`config.mk`:
```
export PLATFORM = sky130hd
export DESIGN_NAME = ssa_unit
export DESIGN_NICKNAME = d
export VERILOG_FILES = /design/src/rtl/ssa_pkg.sv /design/src/rtl/ssa_decode.sv /design/src/rtl/ssa_operand.sv /design/src/rtl/ssa_scale.sv /design/src/rtl/ssa_unit.sv
export SDC_FILE = /design/constraint.sdc
export NUM_CORES = 1
export LEC_CHECK = 0
export BUFFER_PORTS_ARGS = -buffer_cell sky130_fd_sc_hd__buf_2
export CAP_MARGIN = 20
export CORE_MARGIN = 1.5
export CORE_UTILIZATION = 48
export DETAILED_ROUTE_END_ITERATION = 8
export PLACE_DENSITY_LB_ADDON = 0.05
export SETUP_SLACK_MARGIN = 0.15
export SLEW_MARGIN = 20
export SYNTH_ARGS = -nofsm -noshare
export SYNTH_HDL_FRONTEND = slang
export SYNTH_SLANG_ARGS = --single-unit
export TNS_END_PERCENT = 50
```
`constraint.sdc`:
```
create_clock -name clk -period 1 [get_ports clk]
set_input_delay 0.15 -clock clk [delete_from_list [all_inputs] [get_ports clk]]
set_output_delay 0.15 -clock clk [all_outputs]
set_load 0.05 [all_outputs]
```
`src/rtl/ssa_pkg.sv`:
```
package ssa_pkg;
  localparam int INSN_W  = 32;
  localparam int REGIX_W = 5;
  localparam int XO_W    = 8;

  typedef enum logic {
    MODE_FULL = 1'b0,
    MODE_WORD = 1'b1
  } ssa_mode_e;
endpackage

```
`src/rtl/ssa_decode.sv`:
```
module ssa_decode
  import ssa_pkg::*;
#(
  parameter int                SEL_W   = 2,
  parameter logic [XO_W-1:0]   XO_FULL = 8'h6E,
  parameter logic [XO_W-1:0]   XO_WORD = 8'h6F
) (
  input  logic [INSN_W-1:0]  insn,
  output logic [REGIX_W-1:0] rt,
  output logic [SEL_W-1:0]   sel,
  output ssa_mode_e          mode,
  output logic               hit
);
  // Field positions, expressed in LSB-0 numbering of the 32-bit word.
  localparam int RT_LSB  = INSN_W - 6 - REGIX_W;   // 21
  localparam int SEL_LSB = INSN_W - 21 - SEL_W;    // 9
  localparam int XO_LSB  = 1;

  logic [XO_W-1:0] xo;
  logic            is_full;
  logic            is_word;
  logic            ign_unused;

  assign rt  = insn[RT_LSB +: REGIX_W];
  assign sel = insn[SEL_LSB +: SEL_W];
  assign xo  = insn[XO_LSB +: XO_W];

  always_comb begin
    is_full = (xo == XO_FULL);
    is_word = (xo == XO_WORD);
    hit     = is_full | is_word;
    mode    = is_word ? MODE_WORD : MODE_FULL;
  end

  // Opcode, source index fields and the last bit play no part here.
  assign ign_unused = ^{insn[INSN_W-1:RT_LSB+REGIX_W], insn[RT_LSB-1:SEL_LSB+SEL_W], insn[0]};
endmodule

```
`src/rtl/ssa_operand.sv`:
```
module ssa_operand
  import ssa_pkg::*;
#(
  parameter int XLEN   = 64,
  parameter int WORD_W = 32
) (
  input  ssa_mode_e         mode,
  input  logic [XLEN-1:0]   src_b,
  output logic [XLEN-1:0]   opnd
);
  localparam int PAD_W = XLEN - WORD_W;

  always_comb begin
    if (mode == MODE_WORD) begin
      opnd = {{PAD_W{1'b0}}, src_b[WORD_W-1:0]};
    end else begin
      opnd = src_b;
    end
  end
endmodule

```
`src/rtl/ssa_scale.sv`:
```
module ssa_scale #(
  parameter int XLEN  = 64,
  parameter int SEL_W = 2
) (
  input  logic [SEL_W-1:0] sel,
  input  logic [XLEN-1:0]  opnd,
  output logic [XLEN-1:0]  scaled
);
  localparam int N_SH = 1 << SEL_W;

  logic [XLEN-1:0] cand [N_SH];

  // One fixed-wiring candidate per shift amount (sel + 1), then a mux.
  for (genvar k = 0; k < N_SH; k++) begin : g_shift
    assign cand[k] = {opnd[XLEN-2-k:0], {(k+1){1'b0}}};
  end

  assign scaled = cand[sel];
endmodule

```
`src/rtl/ssa_unit.sv`:
```
module ssa_unit
  import ssa_pkg::*;
#(
  parameter int              XLEN    = 64,
  parameter int              WORD_W  = 32,
  parameter int              SEL_W   = 2,
  parameter logic [XO_W-1:0] XO_FULL = 8'h6E,
  parameter logic [XO_W-1:0] XO_WORD = 8'h6F
) (
  input  logic               clk,
  input  logic               rst_n,
  input  logic               in_valid,
  input  logic [31:0]        in_insn,
  input  logic [XLEN-1:0]    in_src_a,
  input  logic [XLEN-1:0]    in_src_b,
  output logic               out_valid,
  output logic [XLEN-1:0]    out_result,
  output logic [REGIX_W-1:0] out_rt
);
  localparam int MAX_SH  = 1 << SEL_W;
  localparam int TOP_LSB = WORD_W + MAX_SH;

  logic [REGIX_W-1:0] dec_rt;
  logic [SEL_W-1:0]   dec_sel;
  ssa_mode_e          dec_mode;
  logic               dec_hit;
  logic [XLEN-1:0]    opnd_b;
  logic [XLEN-1:0]    scaled_b;

  logic               valid_d, valid_q;
  logic               load_en;
  logic [XLEN-1:0]    result_d, result_q;
  logic [REGIX_W-1:0] rt_d, rt_q;

  ssa_decode #(
    .SEL_W   (SEL_W),
    .XO_FULL (XO_FULL),
    .XO_WORD (XO_WORD)
  ) u_decode (
    .insn (in_insn),
    .rt   (dec_rt),
    .sel  (dec_sel),
    .mode (dec_mode),
    .hit  (dec_hit)
  );

  ssa_operand #(
    .XLEN   (XLEN),
    .WORD_W (WORD_W)
  ) u_operand (
    .mode  (dec_mode),
    .src_b (in_src_b),
    .opnd  (opnd_b)
  );

  ssa_scale #(
    .XLEN  (XLEN),
    .SEL_W (SEL_W)
  ) u_scale (
    .sel    (dec_sel),
    .opnd   (opnd_b),
    .scaled (scaled_b)
  );

  // Next-state logic
  always_comb begin
    load_en  = in_valid & dec_hit;
    valid_d  = load_en;
    result_d = scaled_b + in_src_a;
    rt_d     = dec_rt;
  end

  // Control register: reset to idle
  always_ff @(posedge clk or negedge rst_n) begin
    if (!rst_n) begin
      valid_q <= 1'b0;
    end else begin
      valid_q <= valid_d;
    end
  end

  // Data registers: enabled, no reset
  always_ff @(posedge clk) begin
    if (load_en) begin
      result_q <= result_d;
      rt_q     <= rt_d;
    end
  end

  assign out_valid  = valid_q;
  assign out_result = result_q;
  assign out_rt     = rt_q;

  // The smallest scale is 2, so the scaler output LSB is always clear.
  assert_scale_min_R2: assert property (@(posedge clk) disable iff (!rst_n)
    in_valid |-> (scaled_b[0] == 1'b0));

  // Word variant: nothing above bit WORD_W+MAX_SH may survive.
  assert_word_range_R4: assert property (@(posedge clk) disable iff (!rst_n)
    (in_valid && dec_mode == MODE_WORD) |-> (scaled_b[XLEN-1:TOP_LSB] == '0));

  assert_word_mask_R4: assert property (@(posedge clk) disable iff (!rst_n)
    (in_valid && dec_mode == MODE_WORD) |-> (opnd_b[XLEN-1:WORD_W] == '0));

  assert_unknown_drop_R6: assert property (@(posedge clk) disable iff (!rst_n)
    (in_valid && !dec_hit) |=> !out_valid);

  assert_valid_lat_R7: assert property (@(posedge clk) disable iff (!rst_n)
    (in_valid && dec_hit) |=> out_valid);

  assert_idle_low_R7: assert property (@(posedge clk) disable iff (!rst_n)
    !in_valid |=> !out_valid);

  assert_hold_R10: assert property (@(posedge clk) disable iff (!rst_n)
    (out_valid && !(in_valid && dec_hit)) |=> ($stable(out_result) && $stable(out_rt)));
endmodule

```
[Word level (Yosys, flattened, before mapping)]
Cells that the tools add are included.
Storage, ports and cells
  register bits: 70
  latch bits: 0
  word-level logic and storage cells: 15
  bits of input ports: 163
  memory bits (read-only): 0
  output and inout port bits: 70
  memories kept: 0
  RAM bits: 0
Cells by class
  $add $sub $neg: 1
  div/mod/pow operators: 0
  bitwise gates (word level): 3
  reduce and logical (&&, ||, !) cells: 0
  $mul: 0
  muxes and demuxes: 5
  magnitude comparators: 1
  shifts and indexed selects: 0
  equal/unequal tests: 2
Operator list (count)
  $bmux W64 S2: 1
  $mux W64: 2
  $add A64 B64 Y64: 1
  $mux W63: 1
  $eq A8 B7 Y1 const B: 2
  $ge A3 B3 Y1 const B: 1
  $not A2 Y3: 1
  $and A1 B1 Y1: 1
  $mux W1: 1
  $or A1 B1 Y1: 1

[Depth between registers and ports, before layout]
Gate-level depths: netlist of run 1.
  depth after elaboration: 7
  mapped depth: 18
  mapped depth without buffers: 18

[By module]
From an unflattened synthesis of run 1, not the netlist that was laid out.
Unflattened totals
  cell total of the unflattened synthesis: 804
  area total of the unflattened synthesis: 7561.0 um^2
Modules (own cells, without submodules)
  ssa_unit: area each 5579.1 um^2, cells an instance 585, times used 1, sequential area each 2097.0 um^2
  ssa_scale: area each 1433.9 um^2, cells an instance 141, times used 1, sequential area each 0.0 um^2
  ssa_operand: area each 462.9 um^2, cells an instance 67, times used 1, sequential area each 0.0 um^2
  ssa_decode: area each 85.1 um^2, cells an instance 11, times used 1, sequential area each 0.0 um^2

[Least setup slack after synthesis of run 1]
Ideal clock, no wire load.
  kind: input to register
  start: input in_insn[9]
  end: register result_q[61], in the netlist out_result[61], data pin
  required time: 0.742 ns
  setup time: 0.258 ns
  data arrival time: 3.863 ns
  stages: 16
  setup slack: -3.121 ns
  path buffers: 4
  cells stage by stage: clkbuf_1 -> buf_1 -> buf_2 -> mux4_2 -> ha_1 -> buf_2 -> nand4_1 -> nor4_1 -> o211ai_1 -> a21boi_1 -> a211oi_2 -> o31ai_4 -> a21boi_4 -> o221ai_2 -> o221ai_2 -> xnor2_1
On the way
  longest elaborated chain between the ends: 5
Ends and longest elaborated chain
  from (decl): RTL line ssa_unit.sv:13  | input logic [31:0] in_insn,
  $not A2 Y3 (not written as such): RTL line ssa_scale.sv:18  | assign scaled = cand[sel];
  $bmux W64 S2: RTL line ssa_scale.sv:18
  $mux W64 (not written as such) (2 in series): RTL line ssa_scale.sv:18
  $add A64 B64 Y64: RTL line ssa_unit.sv:69  | result_d = scaled_b + in_src_a;
  via result_d[61]: RTL line ssa_unit.sv:32  | logic [XLEN-1:0] result_d, result_q;
  to (signal assigned): RTL line ssa_unit.sv:85  | result_q <= result_d;
  to (decl): RTL line ssa_unit.sv:32
The timed path passes the listed nets, and every way through them passes these cells. The select of a mux whose other input is x is not followed.
A chain may end at the register's enable or synchronous reset.

[Worst setup path after layout of run 1]
  start: input in_insn[9]
  end: register result_q[52], in the netlist out_result[52], data pin
The elaborated chain is that of the path after synthesis.

==> results of run 1 <==
-- registers in the layout (all words and copies together) (netlist names) --
register and cells:
out_rt 5, out_result 64, out_valid 1
-- kinds of logic after synthesis --
group	after synthesis
AO/OA/AOI/OAI	220
XOR/XNOR	61
adder cells (fa/ha/maj)	66
buffers and inverters	54
flip-flops	70
multiplexers	61
AND/OR/NAND/NOR	192
-- layout make-up --
type                       instances  area, µm²  area share
sequential                        70       2100       0.153
timing repair buffer             564       4630       0.338
clock inverter                     6       85.1     0.00621
tap                              188        235      0.0172
multi-input combinational        600       6350       0.464
antenna                            1       2.50    0.000183
inverter                          15       56.3     0.00411
clock buffer                      10        239      0.0174
-- worst max-delay path, cell delays in order --
cell and delay [ns]:
buf_8 0.09, buf_12 0.11, buf_6 0.09, mux4_2 0.53
ha_4 0.34, a21oi_4 0.07, buf_6 0.11, buf_6 0.11
o211ai_1 0.14, a211oi_2 0.16, buf_4 0.18, o21bai_4 0.14
nand4_1 0.28, a21oi_2 0.46, nor2_4 0.13, buf_12 0.15
o21ai_4 0.18, a21boi_2 0.08, xnor2_1 0.16
-- power by group --
part | internal, mW | switching [mW] | total [mW]
Clock | 2.25 | 1.49 | 3.73
Sequential | 3.47 | 0.00672 | 3.48
Combinational | 5.22 | 5.16 | 10.4
Total | 10.9 | 6.65 | 17.6
-- path summary, 6_finish.rpt --
check / depth (start not counted) / start / slack, ns / endpoint
max: 19 / in_insn[9] / -2.57 / out_result[52]
min: 2 / rst_n / 0.11 / out_valid
max in group asynchronous: 2 / rst_n / 0.80 / out_valid
min in group clk: 2 / in_src_a[1] / 0.12 / out_result[1]
-- metal layers --
metal	wire (µm)	track usage	vias to the layer above
met5	0	0	-
met4	3460	0.218	0
met3	4140	0.0641	333
met2	17900	0.658	884
met1	12800	0.436	4533
li1	-	-	3903
-- cells in the mapped netlist (all sizes together), types with 15 or more instances --
cell type,count
xnor2,39
nand4,19
o21ai,42
mux4,55
ha,65
edfxtp,69
xor2,22
a21oi,72
buf,16
clkbuf,23
nand3,17
a21o,41
inv,15
nor2,37
nand2,50
nor2b,33
-- what timing repair did --
| action | 4_1_cts | 5_1_grt |
|---|---|---|
| hold buffers | 7 | 0 |
| hold endpoints to repair | 7 | 0 |
| resized for setup | 258 | 145 |
| setup buffers | 34 | 34 |
| pin swaps | 85 | 76 |
| setup endpoints to repair | 203 | 203 |
| gates cloned | 1 | 4 |
==> results.toml, run 1 <==
[run_status]
violations = "setup timing"
outcome = "finished with violations"

[global_routing]
grt_pass1_wl_um = 47200
grt.total_usage = 0.376
grt_pass1_vias = 8987
antenna_found_initial = 2
grt_max_degree = 32
grt_overflow = 0

[cells_and_area]
finalInstanceArea_um2 = 13700
instances_no_fill = 1454
utilization = 0.904
final_common_cell = "buf_4"
area_growth_pct = 84.4
drive_above_1_share = 0.641
nFillCells = 607
nets = 1489
layout_common_cells = "254 x buf_4, 153 x buf_2, 125 x buf_6"

[sta]
timing.hold.ws_ns = 0.111
worstMarginPinSlew_ns = 0.587
rsz0062_at_grt = "yes"
finalHoldViolCount = 0
fin_tns_setup_ns = -139.95
setup_ws_ns = -2.57
timing.final.crit_period_ns = 3.57
post-route-period-util = 3.57
max-slew-margin-rel = 0.609
fmax_ghz = 0.280
maxSlewViolCount = 0
final-setup-viol-count = 202

[place]
place_inst = 1357
gp_congestion = 1.01
dpl_cell_area_um2 = 10900
place_hpwl_um = 21200
io_buffers = 214
place_ws_ns = -2.78

[clock_tree]
cts_root_buffer = "clkbuf_16"
cts_tree = "built"
cts_buffers = 9
clkTransAtPathRegs_ns = 0.06
clockBufferDepth = 2
htree_levels = 3
clkSinkCount = 70

[floorplan]
die-area_um2 = 16200
ios = 233
floorplan.initialDensity = 0.490
die_w_um = 127
die_h_um = 127
rows = 45
core_um2 = 15100

[synthesis]
synth_xor_area_frac = 0.0719
synth.ff_latch_count = 70
seq_area_frac_synth = 0.282
synth_top_family_by_area = "compound AO/OA/AOI/OAI gates"
yosysTopAreaCellShare = 0.279
yosys.area.top_type = "edfxtp_1"
synthDistinctLibCells = 65
synth.avg_cell_area_um2 = 10.3
synthAdderAreaFrac = 0.112
muxShareOfSynthArea = 0.175
synthCells = 724
yosys-top-cells-area = "edfxtp_1 28%, mux4_2 17%, ha_1 11%"
synth_compound_area_frac = 0.199
syn-num-nets = 953
ys.flop_type = "edfxtp_1"
synthSimpleGateAreaFrac = 0.130
synth_edf_count = 69
async_reset_ff_frac = 0.0143
netlist_area_um2 = 7430
yosys_warnings = 0

[route]
drtIter0Drc = 1046
drt_first_pass_iters = 8
final_antenna_net_count = 0
viasPerCell = 6.64
drc_errors = 0
drt-total-wl_um = 38300
vias = 9653
avgRoutedWirePerCell_um = 26.4

[hold_path]
hold_class = "in -> async"

[setup_path]
setup.worst_path.end_class = "register"
crit_path_start_kind = "primary input"
cp_data_required_time_ns = 1.10
cp_max_fo = 3
cp.arrival_ns = 3.67
crit_type = "in -> reg"

[power_and_ir_drop]
p_leak_nw = 6.07
power.total_mw = 17.6
powerDensity_nw_per_um2 = 1280
irDropWorstVdd_uv = 1020

[run]
max_cap_violations = 0
Power figures use the tool's default switching activity.
==> run 2: changes to the inputs <==
--- a/config.mk
+++ b/config.mk
@@ -6,13 +6,13 @@
 export NUM_CORES = 1
 export LEC_CHECK = 0
 export BUFFER_PORTS_ARGS = -buffer_cell sky130_fd_sc_hd__buf_2
-export CAP_MARGIN = 20
+export CORE_ASPECT_RATIO = 1.4
 export CORE_MARGIN = 1.5
 export CORE_UTILIZATION = 48
 export DETAILED_ROUTE_END_ITERATION = 8
 export PLACE_DENSITY_LB_ADDON = 0.05
 export SETUP_SLACK_MARGIN = 0.15
-export SLEW_MARGIN = 20
+export SLEW_MARGIN = 25
 export SYNTH_ARGS = -nofsm -noshare
 export SYNTH_HDL_FRONTEND = slang
 export SYNTH_SLANG_ARGS = --single-unit
==> results.toml, run 2 (synthesis results as in run 1) <==
[place]
place_hpwl_um = 20600
place_ws_ns = -2.67
place_inst = 1341
gp_congestion = 0.954
dpl_cell_area_um2 = 10800
io_buffers = 214

[power_and_ir_drop]
irDropWorstVdd_uv = 1030
power_frac_seq = 0.194
switching_share = 0.368
p_leak_nw = 6.13
switchingPower_mw = 6.61
powerDensity_nw_per_um2 = 1300
power.total_mw = 17.9
pwr-share-clk = 0.235
intPower_mw = 11.3
p_comb_frac = 0.571

[setup_path]
crit_path_start_kind = "primary input"
cp.arrival_ns = 3.82
cp_data_required_time_ns = 1.17
setup.worst_path.end_class = "register"
cp_max_fo = 8
crit_type = "in -> reg"

[hold_path]
hold_class = "in -> async"

[route]
drtIter0Drc = 967
final_antenna_net_count = 0
vias = 9685
drt_first_pass_iters = 5
avgRoutedWirePerCell_um = 26.4
drc_errors = 0
drt-total-wl_um = 38600
viasPerCell = 6.62

[cells_and_area]
largest_reg_flops = 64
multi_input_area_um2 = 6270
finalInstanceArea_um2 = 13800
final_common_cell = "buf_4"
area_growth_pct = 85.9
layout_common_cells = "253 x buf_4, 152 x buf_2, 129 x buf_6"
utilization = 0.917
drive_above_1_share = 0.632
nets = 1491
nFillCells = 543
seqCellArea_um2 = 2100
instances_no_fill = 1462

[sta]
maxSlewViolCount = 0
setup_ws_ns = -2.66
timing.hold.ws_ns = 0.121
rsz0062_at_grt = "yes"
timing.final.crit_period_ns = 3.66
finalHoldViolCount = 0
fmax_ghz = 0.274
final-setup-viol-count = 202
worstMarginPinSlew_ns = 0.605
post-route-period-util = 3.66
max-slew-margin-rel = 0.593
fin_tns_setup_ns = -135.11

[clock_tree]
htree_levels = 3
cts_buffers = 9
clockBufferDepth = 2
cts_root_buffer = "clkbuf_16"
clkTransAtPathRegs_ns = 0.06
clkSinkCount = 70
cts_tree = "built"

[global_routing]
grt.total_usage = 0.380
grt_pass1_vias = 9314
grt_overflow = 0
grt_pass1_wl_um = 47000
antenna_found_initial = 1
grt_max_degree = 30

[run_status]
violations = "setup timing"
outcome = "finished with violations"

[floorplan]
die-area_um2 = 16200
rows = 53
floorplan.initialDensity = 0.493
ios = 233
die_h_um = 150
core_um2 = 15100
die_w_um = 108

[run]
max_cap_violations = 0
## run 2: worst max-delay path by stage
stage                from        endpoint  slack, ns
2_1_floorplan  in_insn[9]  out_result[61]      -2.25
5_1_grt        in_insn[9]  out_result[62]      -2.73
3_3_place_gp   in_insn[9]  out_result[41]      -2.55
6_report       in_insn[9]  out_result[62]      -2.66
4_1_cts        in_insn[4]  out_result[61]      -2.21
3_5_place_dp   in_insn[2]  out_result[61]      -2.67
## run 2: timing repair
| item | CTS | global route |
|---|---|---|
| resized for setup | 299 | 85 |
| cloned | 9 | 2 |
| endpoints found under the setup margin | 203 | 203 |
| pin swaps | 73 | 52 |
| hold buffers | 7 | 0 |
| setup buffers | 55 | 29 |
| hold endpoints to repair | 7 | 0 |
## run 2: cell type report
class                      count  area share
multi-input combinational    600       0.454
timing repair buffer         566       0.345
sequential                    70       0.152
tap                          192      0.0174
clock buffer                   9      0.0163
clock inverter                 7      0.0105
inverter                      15     0.00408
antenna                        3    0.000544
## run 2: power groups by stage
stage	Combinational [mW]	Sequential [mW]	Clock, mW
after floorplan	3.95	3.58	0
after global placement	6.82	3.53	0
after detailed placement	6.98	3.54	0
after CTS	8.62	3.47	4.16
after global routing	10.6	3.47	4.30
final	10.2	3.47	4.22
## run 2: metal layers
layer  routed length (µm)  GRT usage
met5                    0          0
met4                 3990      0.256
met3                 3650     0.0723
met2                18900      0.703
met1                12100      0.379
## run 2: critical path: stages
cell and delay [ns]:
buf_12 0.11, buf_12 0.15, buf_16 0.13, buf_4 0.11
buf_12 0.10, mux4_2 0.48, nor2b_1 0.14, ha_1 0.34
buf_4 0.14, nand2_1 0.07, o21a_1 0.24, o21ai_0 0.28
nor2_1 0.14, o21ai_0 0.51, a311oi_2 0.23, o21ai_2 0.22
xor2_1 0.26
==> run 3: changes to the inputs <==
--- a/config.mk
+++ b/config.mk
@@ -10,6 +10,7 @@
 export CORE_MARGIN = 1.5
 export CORE_UTILIZATION = 48
 export DETAILED_ROUTE_END_ITERATION = 8
+export GPL_TIMING_DRIVEN = 0
 export PLACE_DENSITY_LB_ADDON = 0.05
 export SETUP_SLACK_MARGIN = 0.15
 export SLEW_MARGIN = 25
==> results.toml, run 3 (synthesis results as in run 1) <==
[run_status]
outcome = "finished with violations"
violations = "setup timing"

[route]
drt_first_pass_iters = 5
drc_errors = 0
avgRoutedWirePerCell_um = 21.2
drt-total-wl_um = 26100
vias = 7585
final_antenna_net_count = 0
drtIter0Drc = 341
viasPerCell = 6.17

[place]
gp_congestion = 0.966
dpl_cell_area_um2 = 9130
io_buffers = 212
place_hpwl_um = 17700

[run]
max_cap_violations = 0

[global_routing]
grt_max_degree = 36
grt_overflow = 0
grt_pass1_wl_um = 37600
grt_pass1_vias = 7591
antenna_found_initial = 2
grt.total_usage = 0.305

[cells_and_area]
area_growth_pct = 50.4
largest_reg_flops = 64
final_common_cell = "buf_2"
nets = 1259
seqCellArea_um2 = 2100
layout_common_cells = "181 x buf_2, 69 x edfxtp_1, 60 x buf_6"
multi_input_area_um2 = 6060
drive_above_1_share = 0.515
finalInstanceArea_um2 = 11200
nFillCells = 1037

[sta]
maxSlewViolCount = 0
fmax_ghz = 0.293
timing.hold.ws_ns = 0.101
finalHoldViolCount = 0
final-setup-viol-count = 197
rsz0062_at_grt = "yes"
max-slew-margin-rel = 0.603
setup_ws_ns = -2.41
post-route-period-util = 3.41
fin_tns_setup_ns = -126.98
worstMarginPinSlew_ns = 0.595
timing.final.crit_period_ns = 3.41

[setup_path]
critical_path_buf_inv_count = 5
critPathTopFamily = "compound AO/OA/AOI/OAI gates"
path_cells = "clkbuf_16, buf_12, buf_12, buf_4, mux2i_1, o31ai_2, ha_2, a21oi_4, o21a_1, o21ai_0, a21oi_1, nor2_1, nor2_2, o41ai_4, buf_4, a211oi_4, o21a_1, xnor2_1"
max_stage_delay_ns = 0.41
setup.worst_path.end_class = "register"
cp_max_fo = 8
cp_data_required_time_ns = 1.09
crit_path_start_kind = "primary input"
cpMaxStageDelayCell = "ha_2"
crit_type = "in -> reg"
cp.arrival_ns = 3.50

[power_and_ir_drop]
p_leak_nw = 4.67
irDropWorstVdd_uv = 821
switching_share = 0.372
switchingPower_mw = 5.19
power.total_mw = 14.0
powerDensity_nw_per_um2 = 1250
pwr-share-clk = 0.244
power_frac_seq = 0.249
intPower_mw = 8.77
p_comb_frac = 0.507

[floorplan]
die_w_um = 108
die-area_um2 = 16200
rows = 53
die_h_um = 150
ios = 233
floorplan.initialDensity = 0.493
core_um2 = 15100

[clock_tree]
clkTransAtPathRegs_ns = 0.07
clockBufferDepth = 2
cts_tree = "built"
htree_levels = 3
cts_buffers = 9
clkSinkCount = 70
cts_root_buffer = "clkbuf_16"

[hold_path]
hold_class = "in -> async"
[run 3: cell count changes in the layout (fill, tap and decap cells not counted), sizes merged]
cell,delta
bufinv,-3
clkinvlp,+1
buf,-250
inv,+2
clkbuf,+17
and2,+4
bufbuf,-3
[run 3: area by class of cell]
| cell class | count | area share |
|---|---|---|
| Antenna cell | 3 | 0.000672 |
| Buffer | 39 | 0.0374 |
| Clock buffer | 9 | 0.0202 |
| Clock inverter | 7 | 0.00717 |
| Inverter | 15 | 0.00504 |
| Multi-Input combinational cell | 604 | 0.543 |
| Sequential cell | 70 | 0.188 |
| Tap cell | 192 | 0.0215 |
| Timing Repair Buffer | 291 | 0.178 |
[run 3: worst max path at each step]
stage | to | from | cells past startpoint
floorplan | out_result[61] | in_insn[9] | 16
global placement | out_result[61] | in_insn[4] | 17
detailed placement | out_result[61] | in_insn[4] | 17
CTS | out_result[61] | in_insn[9] | 17
global route | out_result[63] | in_insn[7] | 18
finish | out_result[63] | in_insn[9] | 18
[run 3: per-layer routing]
metal,global-route usage,up-vias,wire (µm),part of all wire
met2,0.556,382,13500,0.52
met1,0.318,3641,8880,0.34
met3,0.0502,122,1710,0.065
met5,0,-,0,0
li1,-,3440,-,-
met4,0.204,0,2030,0.078
[run 3: per-stage QoR]
stage               worst slack, ns  cells   util
floorplan                     -2.25    724      -
global placement              -2.96   1128  0.606
detailed placement            -3.01   1128  0.606
CTS                           -2.30   1212  0.715
global route                  -2.48   1228  0.742
finish                        -2.41   1230  0.742
[run 3: repair_timing]
action,in CTS,in global routing
pin swaps,57,33
buffers inserted,57,15
hold buffers,7,0
setup endpoints to repair,203,203
gates cloned,4,0
endpoints found under the hold margin,7,0
resized for setup,183,75
[run 3: power by group through the flow]
stage	Clock [mW]	Combinational, mW	Sequential, mW
floorplan	0	3.95	3.58
global placement	0	5.24	3.53
detailed placement	0	5.31	3.53
CTS	3.43	6.41	3.47
global route	3.57	7.50	3.47
finish	3.41	7.08	3.47
